<file path="src/rtl/mbx_pkg.sv">
// Package: shared select codes and status bit positions for the mailbox.
// Assumes a 4-bit controller select on the mini-bus.
package mbx_pkg;
    localparam int SEL_W = 4;

    typedef enum logic [SEL_W-1:0] {
        SEL_DATA   = 4'h0,
        SEL_ADDR   = 4'h1,
        SEL_STATUS = 4'h2
    } ctl_sel_e;

    localparam int ST_IRQ_BIT = 0;
    localparam int ST_OVR_BIT = 1;
endpackage

</file>
<file path="src/rtl/mbx_wr_detect.sv">
// Module: recognises a CPU I/O write and produces a one-clock commit pulse.
// The pulse fires when the synchronised write deasserts.
// Assumes the write stays active across at least two rising clock edges.
module mbx_wr_detect #(
    parameter int SYNC_STAGES = 2
) (
    input  logic clk,
    input  logic rst_n,
    input  logic iorq_n,
    input  logic wr_n,
    output logic wr_live,
    output logic commit
);
    localparam int MSB = SYNC_STAGES - 1;

    logic             wr_raw_n;
    logic [MSB:0]     sync_q;
    logic             last_q;

    assign wr_raw_n = iorq_n | wr_n;
    assign wr_live  = ~wr_raw_n;

    // Purpose: bring the combined active-low write into the clock domain.
    always_ff @(posedge clk) begin
        if (!rst_n) begin
            sync_q <= '1;
            last_q <= 1'b1;
        end else begin
            sync_q <= {sync_q[MSB-1:0], wr_raw_n};
            last_q <= sync_q[MSB];
        end
    end

    // Purpose: flag the release (low-to-high) of the synchronised write.
    always_comb begin
        commit = sync_q[MSB] & ~last_q;
    end
endmodule

</file>
<file path="src/rtl/mbx_capture.sv">
// Module: staging and holding registers, plus the request and overrun flags.
// Staging follows the bus while the write is active. Commit copies the
// staged values into the holding registers.
// Assumes consecutive writes are at least four clocks apart.
module mbx_capture #(
    parameter int ADDR_W = 8,
    parameter int DATA_W = 8
) (
    input  logic              clk,
    input  logic              rst_n,
    input  logic              wr_live,
    input  logic              commit,
    input  logic              done,
    input  logic [ADDR_W-1:0] addr_in,
    input  logic [DATA_W-1:0] data_in,
    output logic [ADDR_W-1:0] held_addr,
    output logic [DATA_W-1:0] held_data,
    output logic              irq,
    output logic              ovr
);
    logic [ADDR_W-1:0] stage_addr;
    logic [DATA_W-1:0] stage_data;

    // Purpose: track the bus during the write window, keeping the last values.
    always_ff @(posedge clk) begin
        if (!rst_n) begin
            stage_addr <= '0;
            stage_data <= '0;
        end else if (wr_live) begin
            stage_addr <= addr_in;
            stage_data <= data_in;
        end
    end

    // Purpose: hold the committed values until the next commit.
    always_ff @(posedge clk) begin
        if (!rst_n) begin
            held_addr <= '0;
            held_data <= '0;
        end else if (commit) begin
            held_addr <= stage_addr;
            held_data <= stage_data;
        end
    end

    // Purpose: raise the request on commit, flag overrun, clear on completed read.
    always_ff @(posedge clk) begin
        if (!rst_n) begin
            irq <= 1'b0;
            ovr <= 1'b0;
        end else if (commit) begin
            irq <= 1'b1;
            if (irq && !done) begin
                ovr <= 1'b1;
            end else if (done) begin
                ovr <= 1'b0;
            end
        end else if (done) begin
            irq <= 1'b0;
            ovr <= 1'b0;
        end
    end
endmodule

</file>
<file path="src/rtl/mbx_ctl_port.sv">
// Module: controller-side read multiplexer and read-completion detector.
// Assumes the controller's strobe and select are synchronous to clk.
module mbx_ctl_port #(
    parameter int ADDR_W = 8,
    parameter int DATA_W = 8
) (
    input  logic                    clk,
    input  logic                    rst_n,
    input  logic [mbx_pkg::SEL_W-1:0] sel,
    input  logic                    rd_n,
    input  logic [ADDR_W-1:0]       held_addr,
    input  logic [DATA_W-1:0]       held_data,
    input  logic                    irq,
    input  logic                    ovr,
    output logic [DATA_W-1:0]       dout,
    output logic                    done
);
    import mbx_pkg::*;

    logic              rd_data_q;
    logic [DATA_W-1:0] status;

    // Purpose: assemble the status byte from the two flags.
    always_comb begin
        status             = '0;
        status[ST_IRQ_BIT] = irq;
        status[ST_OVR_BIT] = ovr;
    end

    // Purpose: drive the selected register while the strobe is low, else zero.
    always_comb begin
        dout = '0;
        if (!rd_n) begin
            case (sel)
                SEL_DATA:   dout = held_data;
                SEL_ADDR:   dout = DATA_W'(held_addr);
                SEL_STATUS: dout = status;
                default:    dout = '0;
            endcase
        end
    end

    // Purpose: remember that a data-select read is in progress.
    always_ff @(posedge clk) begin
        if (!rst_n) begin
            rd_data_q <= 1'b0;
        end else begin
            rd_data_q <= !rd_n && (sel == SEL_DATA);
        end
    end

    // Purpose: signal completion when the data-read strobe is released.
    always_comb begin
        done = rd_data_q & rd_n;
    end
endmodule

</file>
<file path="src/rtl/iowr_mailbox.sv">
// Module: top of the port-write capture mailbox.
// Captures CPU I/O writes, interrupts the controller, and serves readback.
// Assumes the CPU strobes are asynchronous and the controller is synchronous.
module iowr_mailbox #(
    parameter int ADDR_W      = 8,
    parameter int DATA_W      = 8,
    parameter int SYNC_STAGES = 2
) (
    input  logic              clk,
    input  logic              rst_n,
    input  logic              cpu_iorq_n,
    input  logic              cpu_wr_n,
    input  logic [ADDR_W-1:0] cpu_addr_lo,
    input  logic [DATA_W-1:0] cpu_data,
    input  logic [3:0]        ctl_sel,
    input  logic              ctl_rd_n,
    output logic [DATA_W-1:0] ctl_dout,
    output logic              ctl_irq
);
    logic              wr_live;
    logic              commit;
    logic              done;
    logic              ovr;
    logic [ADDR_W-1:0] held_addr;
    logic [DATA_W-1:0] held_data;

    mbx_wr_detect #(.SYNC_STAGES(SYNC_STAGES)) u_detect (
        .clk     (clk),
        .rst_n   (rst_n),
        .iorq_n  (cpu_iorq_n),
        .wr_n    (cpu_wr_n),
        .wr_live (wr_live),
        .commit  (commit)
    );

    mbx_capture #(.ADDR_W(ADDR_W), .DATA_W(DATA_W)) u_capture (
        .clk       (clk),
        .rst_n     (rst_n),
        .wr_live   (wr_live),
        .commit    (commit),
        .done      (done),
        .addr_in   (cpu_addr_lo),
        .data_in   (cpu_data),
        .held_addr (held_addr),
        .held_data (held_data),
        .irq       (ctl_irq),
        .ovr       (ovr)
    );

    mbx_ctl_port #(.ADDR_W(ADDR_W), .DATA_W(DATA_W)) u_port (
        .clk       (clk),
        .rst_n     (rst_n),
        .sel       (ctl_sel),
        .rd_n      (ctl_rd_n),
        .held_addr (held_addr),
        .held_data (held_data),
        .irq       (ctl_irq),
        .ovr       (ovr),
        .dout      (ctl_dout),
        .done      (done)
    );
endmodule

</file>
<file path="config.mk">
export PLATFORM = sky130hd
export DESIGN_NAME = iowr_mailbox
export DESIGN_NICKNAME = d
export VERILOG_FILES = /design/src/rtl/mbx_pkg.sv /design/src/rtl/mbx_wr_detect.sv /design/src/rtl/mbx_capture.sv /design/src/rtl/mbx_ctl_port.sv /design/src/rtl/iowr_mailbox.sv
export SDC_FILE = /design/constraint.sdc
export NUM_CORES = 1
export LEC_CHECK = 0
export ABC_AREA = 1
export BUFFER_PORTS_ARGS = -buffer_cell sky130_fd_sc_hd__buf_2
export CAP_MARGIN = 20
export CORE_MARGIN = 3
export CORE_UTILIZATION = 47
export DETAILED_ROUTE_END_ITERATION = 7
export GPL_TIMING_DRIVEN = 0
export HOLD_SLACK_MARGIN = 0.1
export PLACE_DENSITY = 0.74
export SETUP_SLACK_MARGIN = 0.15
export SYNTH_ARGS = -nofsm -noshare
export SYNTH_HDL_FRONTEND = slang
export SYNTH_SLANG_ARGS = --single-unit
</file>
<file path="constraint.sdc">
create_clock -name clk -period 0.9 [get_ports clk]
set_input_delay 0.225 -clock clk [delete_from_list [all_inputs] [get_ports clk]]
set_output_delay 0.225 -clock clk [all_outputs]
set_load 0.02 [all_outputs]
</file>
==> flow_metrics.py, run 1 <==
metrics = {
    "layout": {
        "area_growth_pct": 71.11,
        "antenna_cells": 0,
        "fin_nets": 286,
        "fillCellCount": 135,
        "drive_above_1_share": 0.6031,
        "final_core_util": 0.8814,
    },
    "setup_path": {
        "r2r_setup_slack_ps": -180,
        "r2r_cells": 6,
        "cp_common_cell": "nand3_2",
        "path_cells": "nand3_2 > nand3_2 > nand2_2 > inv_2 > buf_6",
        "crit_slowest_cell": "dfxtp_2",
        "endpoint": "ctl_dout[1]",
        "arrival_ps": 1150,
        "crit_start": "u_capture.held_addr[1]",
        "reg2reg_from": "u_detect.last_q",
        "cp-start-kind": "flop",
        "regToRegEndpoint": "u_capture.held_addr[5]",
        "cp.required_ps": 670,
        "critPathCaptureType": "primary output",
        "cp_max_fo": 2,
        "worst_path_largest_cell_delay_ps": 390,
        "crit_type": "reg2out",
    },
    "detailed_routing": {
        "viasPerCell": 5.539,
        "drt_first_pass_iters": 6,
        "initialDrtViolationCount": 152,
        "drtAntennaViolNets": 0,
        "drcViolationCount": 0,
        "wl_per_cell_microns": 18.34,
        "route.vias.total": 1684,
        "wl_mm": 5.576,
    },
    "clocking": {
        "tritoncts": "done",
        "cts_sinks": 38,
        "htreeDepth": 2,
        "root_buffer": "clkbuf_4",
        "cts_made_buffers": 5,
        "clk_pin_slew_ps": 120,
        "clock_tree.buffer_depth": 2,
        "worstSkewPairLatency_ps": 350,
    },
    "logic_synthesis": {
        "yosysTopAreaCellShare": 0.5092,
        "avgSynthCellArea_sq_um": 7.583,
        "yosysWarnings": 0,
        "ys_seq_area_frac": 0.5092,
        "yosysUniqueCellTypes": 17,
        "netlist_area_sq_um": 1494,
        "synth_area_leader_cell": "dfxtp_1",
        "synth_area_leaders": "dfxtp_1, nor2_1, o21ai_0",
        "ys_ff_latch": 38,
        "synthCells": 197,
        "synth_fp_nets": 222,
    },
    "global_route": {
        "grt_remaining_overflow": 0,
        "grtUsageTotal": 0.2161,
        "grt_pass1_vias": 1508,
        "grt_max_degree": 13,
        "antenna_found_initial": 0,
        "grt_first_pass_wirelength_mm": 6.748,
    },
    "floorplan": {
        "num_rows": 19,
        "start_util": 0.5151,
        "core_sq_um": 2900,
        "die_area_sq_um": 3891,
        "top_level_ports": 34,
        "dieHeight_microns": 62.38,
        "die_w_microns": 62.38,
    },
    "placed_design": {
        "portBuffers": 32,
        "gp_congestion": 0.7725,
        "dp_hpwl_mm": 2.556,
    },
    "timing": {
        "setup_violations": 27,
        "fin_worst_skew_ps": 16.39,
        "slew_headroom": 0.6282,
        "period_share": 1.531,
        "fin_ws_ps": -478.1,
        "period_needed_ps": 1378,
        "tightestPinTransition_ps": 557.7,
        "max_freq_mhz": 725.6,
        "rsz0062_at_grt": "true",
        "drv_slew": 0,
        "hold_viol": 0,
    },
    "run_status": {
        "run_status": "complete, but fails checks",
        "violations": "setup timing",
    },
    "pwr": {
        "ir_drop_mv": 1.128,
        "power_density_nw_per_um2": 1263,
        "p_leak_uw": 0.001044,
        "total_power_uw": 3229,
    },
    "hold_path": {
        "min_path_type": "in2reg",
        "holdPathStages": 3,
    },
    "job": {
        "max_cap_viol_count": 0,
    },
}
-- worst min path at each step --
stage | endpoint | start | slack [ps]
finish | u_capture.stage_addr[1] | cpu_addr_lo[1] | 100
floorplan | u_capture.stage_addr[0] | cpu_addr_lo[0] | 360
global placement | u_detect.sync_q[1] | u_detect.sync_q[0] | 390
detailed placement | u_detect.sync_q[1] | u_detect.sync_q[0] | 400
CTS | u_capture.stage_addr[1] | cpu_addr_lo[1] | 90
global route | u_capture.stage_addr[1] | cpu_addr_lo[1] | 90
-- cell usage in the layout, fill, tap and decap left out, types with 2 or more instances in the layout --
cell and n:
inv_2 4, nor2_2 3, buf_8 4, dfxtp_2 15, o21ai_2 8, o21ai_0 15
dfxtp_4 5, buf_6 19, nand3_2 15, clkbuf_4 5, buf_12 3, clkbuf_2 2
a21oi_4 6, nor2_1 55, nand3_4 5, inv_1 3, o21ai_1 9, dfxtp_1 18
buf_2 21, buf_4 13, a21oi_2 2, nor2_4 15, nand2_2 3
-- timing repair --
| action | in CTS | in global routing |
|---|---|---|
| resized for setup | 85 | 63 |
| endpoints found under the setup margin | 27 | 39 |
| gates cloned | 2 | 1 |
| endpoints found under the hold margin | 6 | 0 |
| pin swaps | 11 | 23 |
| setup buffers | 10 | 12 |
-- where the power goes --
part	internal, uW	total [uW]	switching (uW)
clock network	376	959	583
logic	206	470	264
registers	1740	1800	58.8
-- cell usage after synthesis --
| cell type | count |
|---|---|
| nor2_1 | 68 |
| dfxtp_1 | 38 |
| o21ai_0 | 32 |
| nand3_1 | 21 |
| a21oi_1 | 8 |
| inv_1 | 8 |
| nand2_1 | 5 |
| nor2_4 | 4 |
| buf_6 | 2 |
| clkbuf_1 | 2 |
| clkbuf_2 | 2 |
| or2_2 | 2 |
| buf_1 | 1 |
| buf_2 | 1 |
| buf_4 | 1 |
| inv_2 | 1 |
| nand2_2 | 1 |
-- critical path: cells and delay by family, from the launching register on --
kind	cells	cell delay (ps)
AND/OR/NAND/NOR	3	250
buffers and inverters	2	160
flip-flops	1	390
-- kinds of logic (layout without fill, tap and decap cells) --
logic type	after synthesis	count (layout)	share of synthesized area
AO/OA/AOI/OAI	40	40	0.1340
buffers and inverters	18	82	0.06030
flip-flops	38	38	0.5092
AND/OR/NAND/NOR	101	102	0.2965
-- sequential cells by signal, summed over array words and instances, names as in the netlist --
| name | cells |
|---|---|
| u_port.rd_data_q | 1 |
| u_capture.ovr | 1 |
| u_capture.stage_addr | 8 |
| u_detect.last_q | 1 |
| u_detect.sync_q | 2 |
| u_capture.held_addr | 8 |
| u_capture.held_data | 8 |
| u_capture.stage_data | 8 |
| u_capture.irq | 1 |
-- area by class of cell --
| cell class | count | area [sq um] | share of cell area |
|---|---|---|---|
| flip-flops and latches | 38 | 798.3 | 0.3123 |
| clock buffers | 6 | 51.30 | 0.02007 |
| repair buffers | 56 | 486.7 | 0.1904 |
| clock inverters | 2 | 12.51 | 0.004895 |
| multi-input cells | 142 | 1011 | 0.3955 |
| well taps | 42 | 52.55 | 0.02056 |
| plain buffers | 9 | 95.09 | 0.03720 |
| inverters | 9 | 48.80 | 0.01909 |
-- stage by stage --
step	cells	setup TNS, ps	cell area (sq um)	hold slack [ps]	setup WS (ps)
floorplan	197	-1290	1622	359.9	-200.2
global placement	271	-5819	1834	393.9	-469.1
detailed placement	271	-7024	1834	397.7	-496.9
CTS	291	-3925	2223	89.03	-419.6
global route	304	-6464	2556	92.19	-527.4
finish	304	-5425	2556	97.95	-478.1
-- routing by layer --
layer | routed length (microns) | vias to the layer above | share of wire | GRT usage
met1 | 1966 | 800 | 0.35 | 0.2295
li1 | - | 767 | - | -
met2 | 2946 | 96 | 0.53 | 0.3965
met5 | 0 | - | 0 | 0
met3 | 427 | 21 | 0.077 | 0.05396
met4 | 235 | 0 | 0.042 | 0.1047
Note: power is estimated with default switching activity, not from simulation.
==> inputs of run 2 (changes only) <==
--- a/config.mk
+++ b/config.mk
@@ -18,3 +18,4 @@
 export SYNTH_ARGS = -nofsm -noshare
 export SYNTH_HDL_FRONTEND = slang
 export SYNTH_SLANG_ARGS = --single-unit
+export TNS_END_PERCENT = 10
==> run 2 against run 1 <==
Net effect:
- the run still ends with setup timing left
- final cell count shrank 5.9%
- worst setup slack gained 13 ps
- first-iteration DRC count shrank 51%
- design area shrank 15%
- wire length shrank 37%
- critical path depth grew 3
- clock-buffer cell count grew 1
==> flow_metrics.py, run 2 (synthesis results as in run 1) <==
metrics = {
    "floorplan": {
        "start_util": 0.5151,
        "num_rows": 19,
        "top_level_ports": 34,
        "dieHeight_microns": 62.38,
        "die_area_sq_um": 3891,
        "core_sq_um": 2900,
        "die_w_microns": 62.38,
    },
    "layout": {
        "area_growth_pct": 45.31,
        "stdcell_count": 286,
        "final_cell_mix": "nor2_1, o21ai_0, buf_2",
        "fin_nets": 269,
        "final_common_cell": "nor2_1",
        "drive_above_1_share": 0.4754,
        "final_area_sq_um": 2171,
        "antenna_cells": 0,
    },
    "clocking": {
        "cts_sinks": 38,
        "htreeDepth": 2,
        "tritoncts": "done",
        "root_buffer": "clkbuf_4",
        "cts_hold_buffers": 0,
        "clk_pin_slew_ps": 100,
        "worstSkewPairLatency_ps": 320,
        "clock_tree.buffer_depth": 2,
        "cts_made_buffers": 5,
    },
    "global_route": {
        "grt_first_pass_wirelength_mm": 5.947,
        "gr-max-usage-layer": "met2",
        "grtUsageTotal": 0.1867,
        "grt_remaining_overflow": 0,
        "antenna_found_initial": 0,
        "met2_usage": 0.3065,
        "grt_pass1_vias": 1335,
        "grt_use_met1": 0.2427,
        "gr-usage-met3": 0.03957,
        "grt_max_degree": 11,
    },
    "detailed_routing": {
        "initialDrtViolationCount": 75,
        "drtAntennaViolNets": 0,
        "drt_first_pass_iters": 4,
        "route.vias.total": 1392,
        "drcViolationCount": 0,
        "viasPerCell": 4.867,
        "wl_mm": 3.533,
        "wl_per_cell_microns": 12.35,
    },
    "setup_path": {
        "reg2reg_from": "u_detect.last_q",
        "crit_type": "in2out",
        "arrival_ps": 1140,
        "r2r_cells": 6,
        "critPathCaptureType": "primary output",
        "cp_max_fo": 7,
        "cp-start-kind": "input pin",
        "crit_start": "ctl_sel[2]",
        "cp.required_ps": 670,
    },
    "timing": {
        "rsz0062_at_grt": "true",
        "period_share": 1.517,
        "fin_worst_skew_ps": 4.364,
        "hold_viol": 0,
        "fin_setup_tns_ps": -3794,
        "slew_headroom": 0.7675,
        "tightestPinTransition_ps": 348.7,
        "setup_violations": 19,
        "drv_slew": 0,
        "max_freq_mhz": 732.6,
        "period_needed_ps": 1365,
        "fin_ws_ps": -465.1,
    },
    "hold_path": {
        "holdCritStartpoint": "cpu_addr_lo[3]",
        "min_path_type": "in2reg",
        "holdPathStages": 3,
    },
    "pwr": {
        "p_leak_uw": 0.0008739,
        "total_power_uw": 2939,
        "power_density_nw_per_um2": 1354,
        "ir_drop_mv": 1.402,
    },
    "placed_design": {
        "place_inst": 271,
        "portBuffers": 32,
        "gp_congestion": 0.7498,
        "dp_hpwl_mm": 2.302,
        "post_dp_cell_area_sq_um": 1789,
    },
    "run_status": {
        "run_status": "complete, but fails checks",
        "violations": "setup timing",
    },
    "job": {
        "max_cap_viol_count": 0,
    },
}
-- run 2: cell types whose count changed in the layout (fill, tap and decap cells not counted), moves of 5 or more --
cell,change
buf_4,-8
o21ai_2,-5
nor2_2,+6
o21ai_0,+9
dfxtp_4,-5
nor2_4,-11
-- run 2: critical path: stages --
cell,delay [ps]
buf_6,100
nor2_4,230
buf_4,170
nand3_2,80
nand3_2,100
nand2_1,60
inv_1,70
buf_6,110
-- run 2: final cells by class --
type	count	area, sq um
Multi-Input combinational cell	141	852.1
Sequential cell	38	783.3
Timing Repair Buffer	40	321.6
Tap cell	42	52.55
Clock buffer	7	45.04
Buffer	9	77.57
Inverter	9	38.79
Fill cell	233	729.5
-- run 2: per-stage QoR --
stage          hold slack (ps)  utilization  worst slack (ps)
6_report                 119.4       0.7485            -465.1
5_1_grt                  103.7       0.7485            -525.7
4_1_cts                  114.4       0.7278            -384.9
3_5_place_dp             401.7       0.6169            -505.7
3_3_place_gp             394.7       0.6169            -489.5
2_1_floorplan            359.9            -            -200.8
-- run 2: final timing paths --
check	end	slack, ps
worst min-delay path	u_capture.stage_addr[3]	120
worst max register to register	u_capture.held_addr[6]	-40
worst max-delay path	ctl_dout[0]	-470
worst min register to register	u_detect.sync_q[1]	420
-- run 2: power by group --
part	leakage, uW	switching, uW	internal [uW]
clock network	0.0000254	476	295
logic	0.000531	208	167
registers	0.000317	41.0	1750
total	0.000874	725	2210
-- run 2: per-layer routing --
layer,vias to the layer above,routed length [microns]
met5,-,0
met4,0,54
met3,6,142
met2,38,1637
met1,610,1699
li1,738,-
-- run 2: timing repair --
| item | in CTS | in global routing |
|---|---|---|
| cloned | 1 | 0 |
| endpoints found under the setup margin | 29 | 33 |
| gates resized for setup | 72 | 21 |
| setup buffers | 6 | 1 |
| pin swaps | 18 | 7 |
==> inputs of run 3 (changes only) <==
--- a/config.mk
+++ b/config.mk
@@ -15,6 +15,7 @@
 export HOLD_SLACK_MARGIN = 0.1
 export PLACE_DENSITY = 0.74
 export SETUP_SLACK_MARGIN = 0.15
+export SKIP_CTS_REPAIR_TIMING = 1
 export SYNTH_ARGS = -nofsm -noshare
 export SYNTH_HDL_FRONTEND = slang
 export SYNTH_SLANG_ARGS = --single-unit
==> run 3 against run 2 <==
Net effect:
- the flow still finishes with violations (setup timing)
- register-to-register slack worse by 40 ps
- worst hold slack better by 2.5 ps
- wire length is 4.0% lower
- non-clock buffer count fell by 2
- critical path depth rose by 1
- clock power is essentially flat
- sequential power about the same
- final cell count shrank 0.35%
==> flow_metrics.py, run 3 (synthesis results as in run 1) <==
metrics = {
    "run_status": {
        "run_status": "complete, but fails checks",
        "violations": "setup timing",
    },
    "layout": {
        "final_common_cell": "nor2_1",
        "stdcell_count": 285,
        "area_growth_pct": 39.45,
        "drive_above_1_share": 0.4403,
        "fin_nets": 268,
        "antenna_cells": 0,
        "final_cell_mix": "nor2_1, buf_2, o21ai_0",
        "fillCellCount": 257,
    },
    "floorplan": {
        "die_w_microns": 62.38,
        "top_level_ports": 34,
        "core_sq_um": 2900,
        "start_util": 0.5151,
        "die_area_sq_um": 3891,
        "dieHeight_microns": 62.38,
        "num_rows": 19,
    },
    "timing": {
        "max_freq_mhz": 751.9,
        "hold_viol": 0,
        "drv_slew": 0,
        "tightestPinTransition_ps": 341.3,
        "hold-worst-slack_ps": 121.8,
        "rsz0062_at_grt": "true",
        "period_needed_ps": 1330,
        "fin_ws_ps": -430.0,
        "fin_worst_skew_ps": 3.700,
        "slew_headroom": 0.7725,
        "setup_violations": 19,
        "period_share": 1.478,
    },
    "detailed_routing": {
        "wl_per_cell_microns": 11.89,
        "route.vias.total": 1362,
        "drtAntennaViolNets": 0,
        "drt_first_pass_iters": 4,
        "initialDrtViolationCount": 79,
        "drcViolationCount": 0,
        "wl_mm": 3.390,
        "viasPerCell": 4.779,
    },
    "global_route": {
        "antenna_found_initial": 0,
        "grtUsageTotal": 0.1665,
        "grt_first_pass_wirelength_mm": 5.354,
        "grt_max_degree": 11,
        "grt_remaining_overflow": 0,
        "grt_pass1_vias": 1250,
    },
    "hold_path": {
        "min_path_type": "in2reg",
        "holdPathEnd": "u_capture.stage_data[6]",
        "holdPathStages": 3,
        "holdCritStartpoint": "cpu_data[6]",
    },
    "clocking": {
        "htreeDepth": 2,
        "tritoncts": "done",
        "clk_pin_slew_ps": 100,
        "root_buffer": "clkbuf_4",
        "worstSkewPairLatency_ps": 320,
        "clock_tree.buffer_depth": 2,
        "cts_made_buffers": 5,
        "cts_sinks": 38,
    },
    "placed_design": {
        "place_inst": 271,
        "portBuffers": 32,
        "gp_congestion": 0.7498,
        "dp_hpwl_mm": 2.302,
    },
    "pwr": {
        "power_density_nw_per_um2": 1390,
        "ir_drop_mv": 1.381,
        "p_sw_frac": 0.2448,
        "p_sw_uw": 709.1,
        "seq_power_share": 0.618,
        "p_clk_frac": 0.266,
        "p_int_uw": 2187,
        "pwr-share-comb": 0.116,
        "p_leak_uw": 0.0008442,
    },
    "setup_path": {
        "regToRegEndpoint": "u_capture.held_data[6]",
        "crit_slowest_cell": "clkbuf_4",
        "cp-start-kind": "input pin",
        "path_cells": "clkbuf_4 > inv_1 > nor2_4 > buf_12 > nand3_2 > nand3_1 > nand2_1 > inv_2 > buf_6",
        "crit_buf_inv": 5,
        "cp.required_ps": 670,
        "reg2reg_from": "u_detect.last_q",
        "critPathCaptureType": "primary output",
        "r2r_setup_slack_ps": -80,
        "crit_type": "in2out",
        "arrival_ps": 1100,
        "worst_path_largest_cell_delay_ps": 140,
        "cp_top_family": "buffers and inverters",
        "cp_max_fo": 8,
        "r2r_cells": 5,
    },
    "job": {
        "max_cap_viol_count": 0,
    },
}
[run 3: cell count changes in the layout (fill, tap and decap cells not counted), sizes merged]
cell,delta
buf,-2
nor2,+1
[run 3: layout make-up]
cell class,count,area [sq um],area share
Multi-Input combinational cell,142,820.8,0.3940
Sequential cell,38,783.3,0.3760
Timing Repair Buffer,38,272.8,0.1309
Buffer,9,70.07,0.03363
Tap cell,42,52.55,0.02523
Clock buffer,7,45.04,0.02162
Inverter,9,38.79,0.01862
[run 3: routing by layer]
layer	GRT usage	share of wire	vias to the layer above
li1	-	-	735
met4	0.05785	0.0094	0
met3	0.04496	0.037	4
met5	0	0	-
met2	0.2608	0.48	31
met1	0.2213	0.47	592
[run 3: power by group through the flow]
stage	Sequential (uW)	Combinational [uW]	Clock (uW)
global placement	1820	272	0
finish	1790	336	770
global route	1800	379	906
CTS	1780	278	798
detailed placement	1820	277	0
floorplan	1810	177	0
[run 3: worst register-to-register path: cells and delay by family (launching register included)]
family	cells	cell delay, ps
DFF	1	320
buffers and inverters	2	240
AOI/OAI and AO/OA	1	160
and+or+nand+nor	2	150
[run 3: through the flow]
step           utilization  power (uW)  instance area [sq um]  setup slack [ps]  TNS (ps)
2_1_floorplan            -        1987                   1577            -200.8     -1476
3_3_place_gp        0.6169        2090                   1789            -489.5     -7532
3_5_place_dp        0.6169        2098                   1789            -505.7     -7789
4_1_cts             0.6324        2859                   1834            -508.9     -5582
5_1_grt             0.7183        3083                   2083            -518.0     -5313
6_report            0.7183        2896                   2083            -430.0     -3767
[run 3: worst max path at each step]
stage | start | to | slack [ps] | depth (start not counted)
floorplan | ctl_sel[2] | ctl_dout[4] | -200 | 4
global placement | ctl_sel[2] | ctl_dout[5] | -490 | 6
detailed placement | ctl_sel[2] | ctl_dout[6] | -510 | 6
CTS | ctl_sel[2] | ctl_dout[6] | -510 | 6
global route | ctl_sel[0] | ctl_dout[0] | -520 | 9
finish | ctl_sel[0] | ctl_dout[0] | -430 | 9
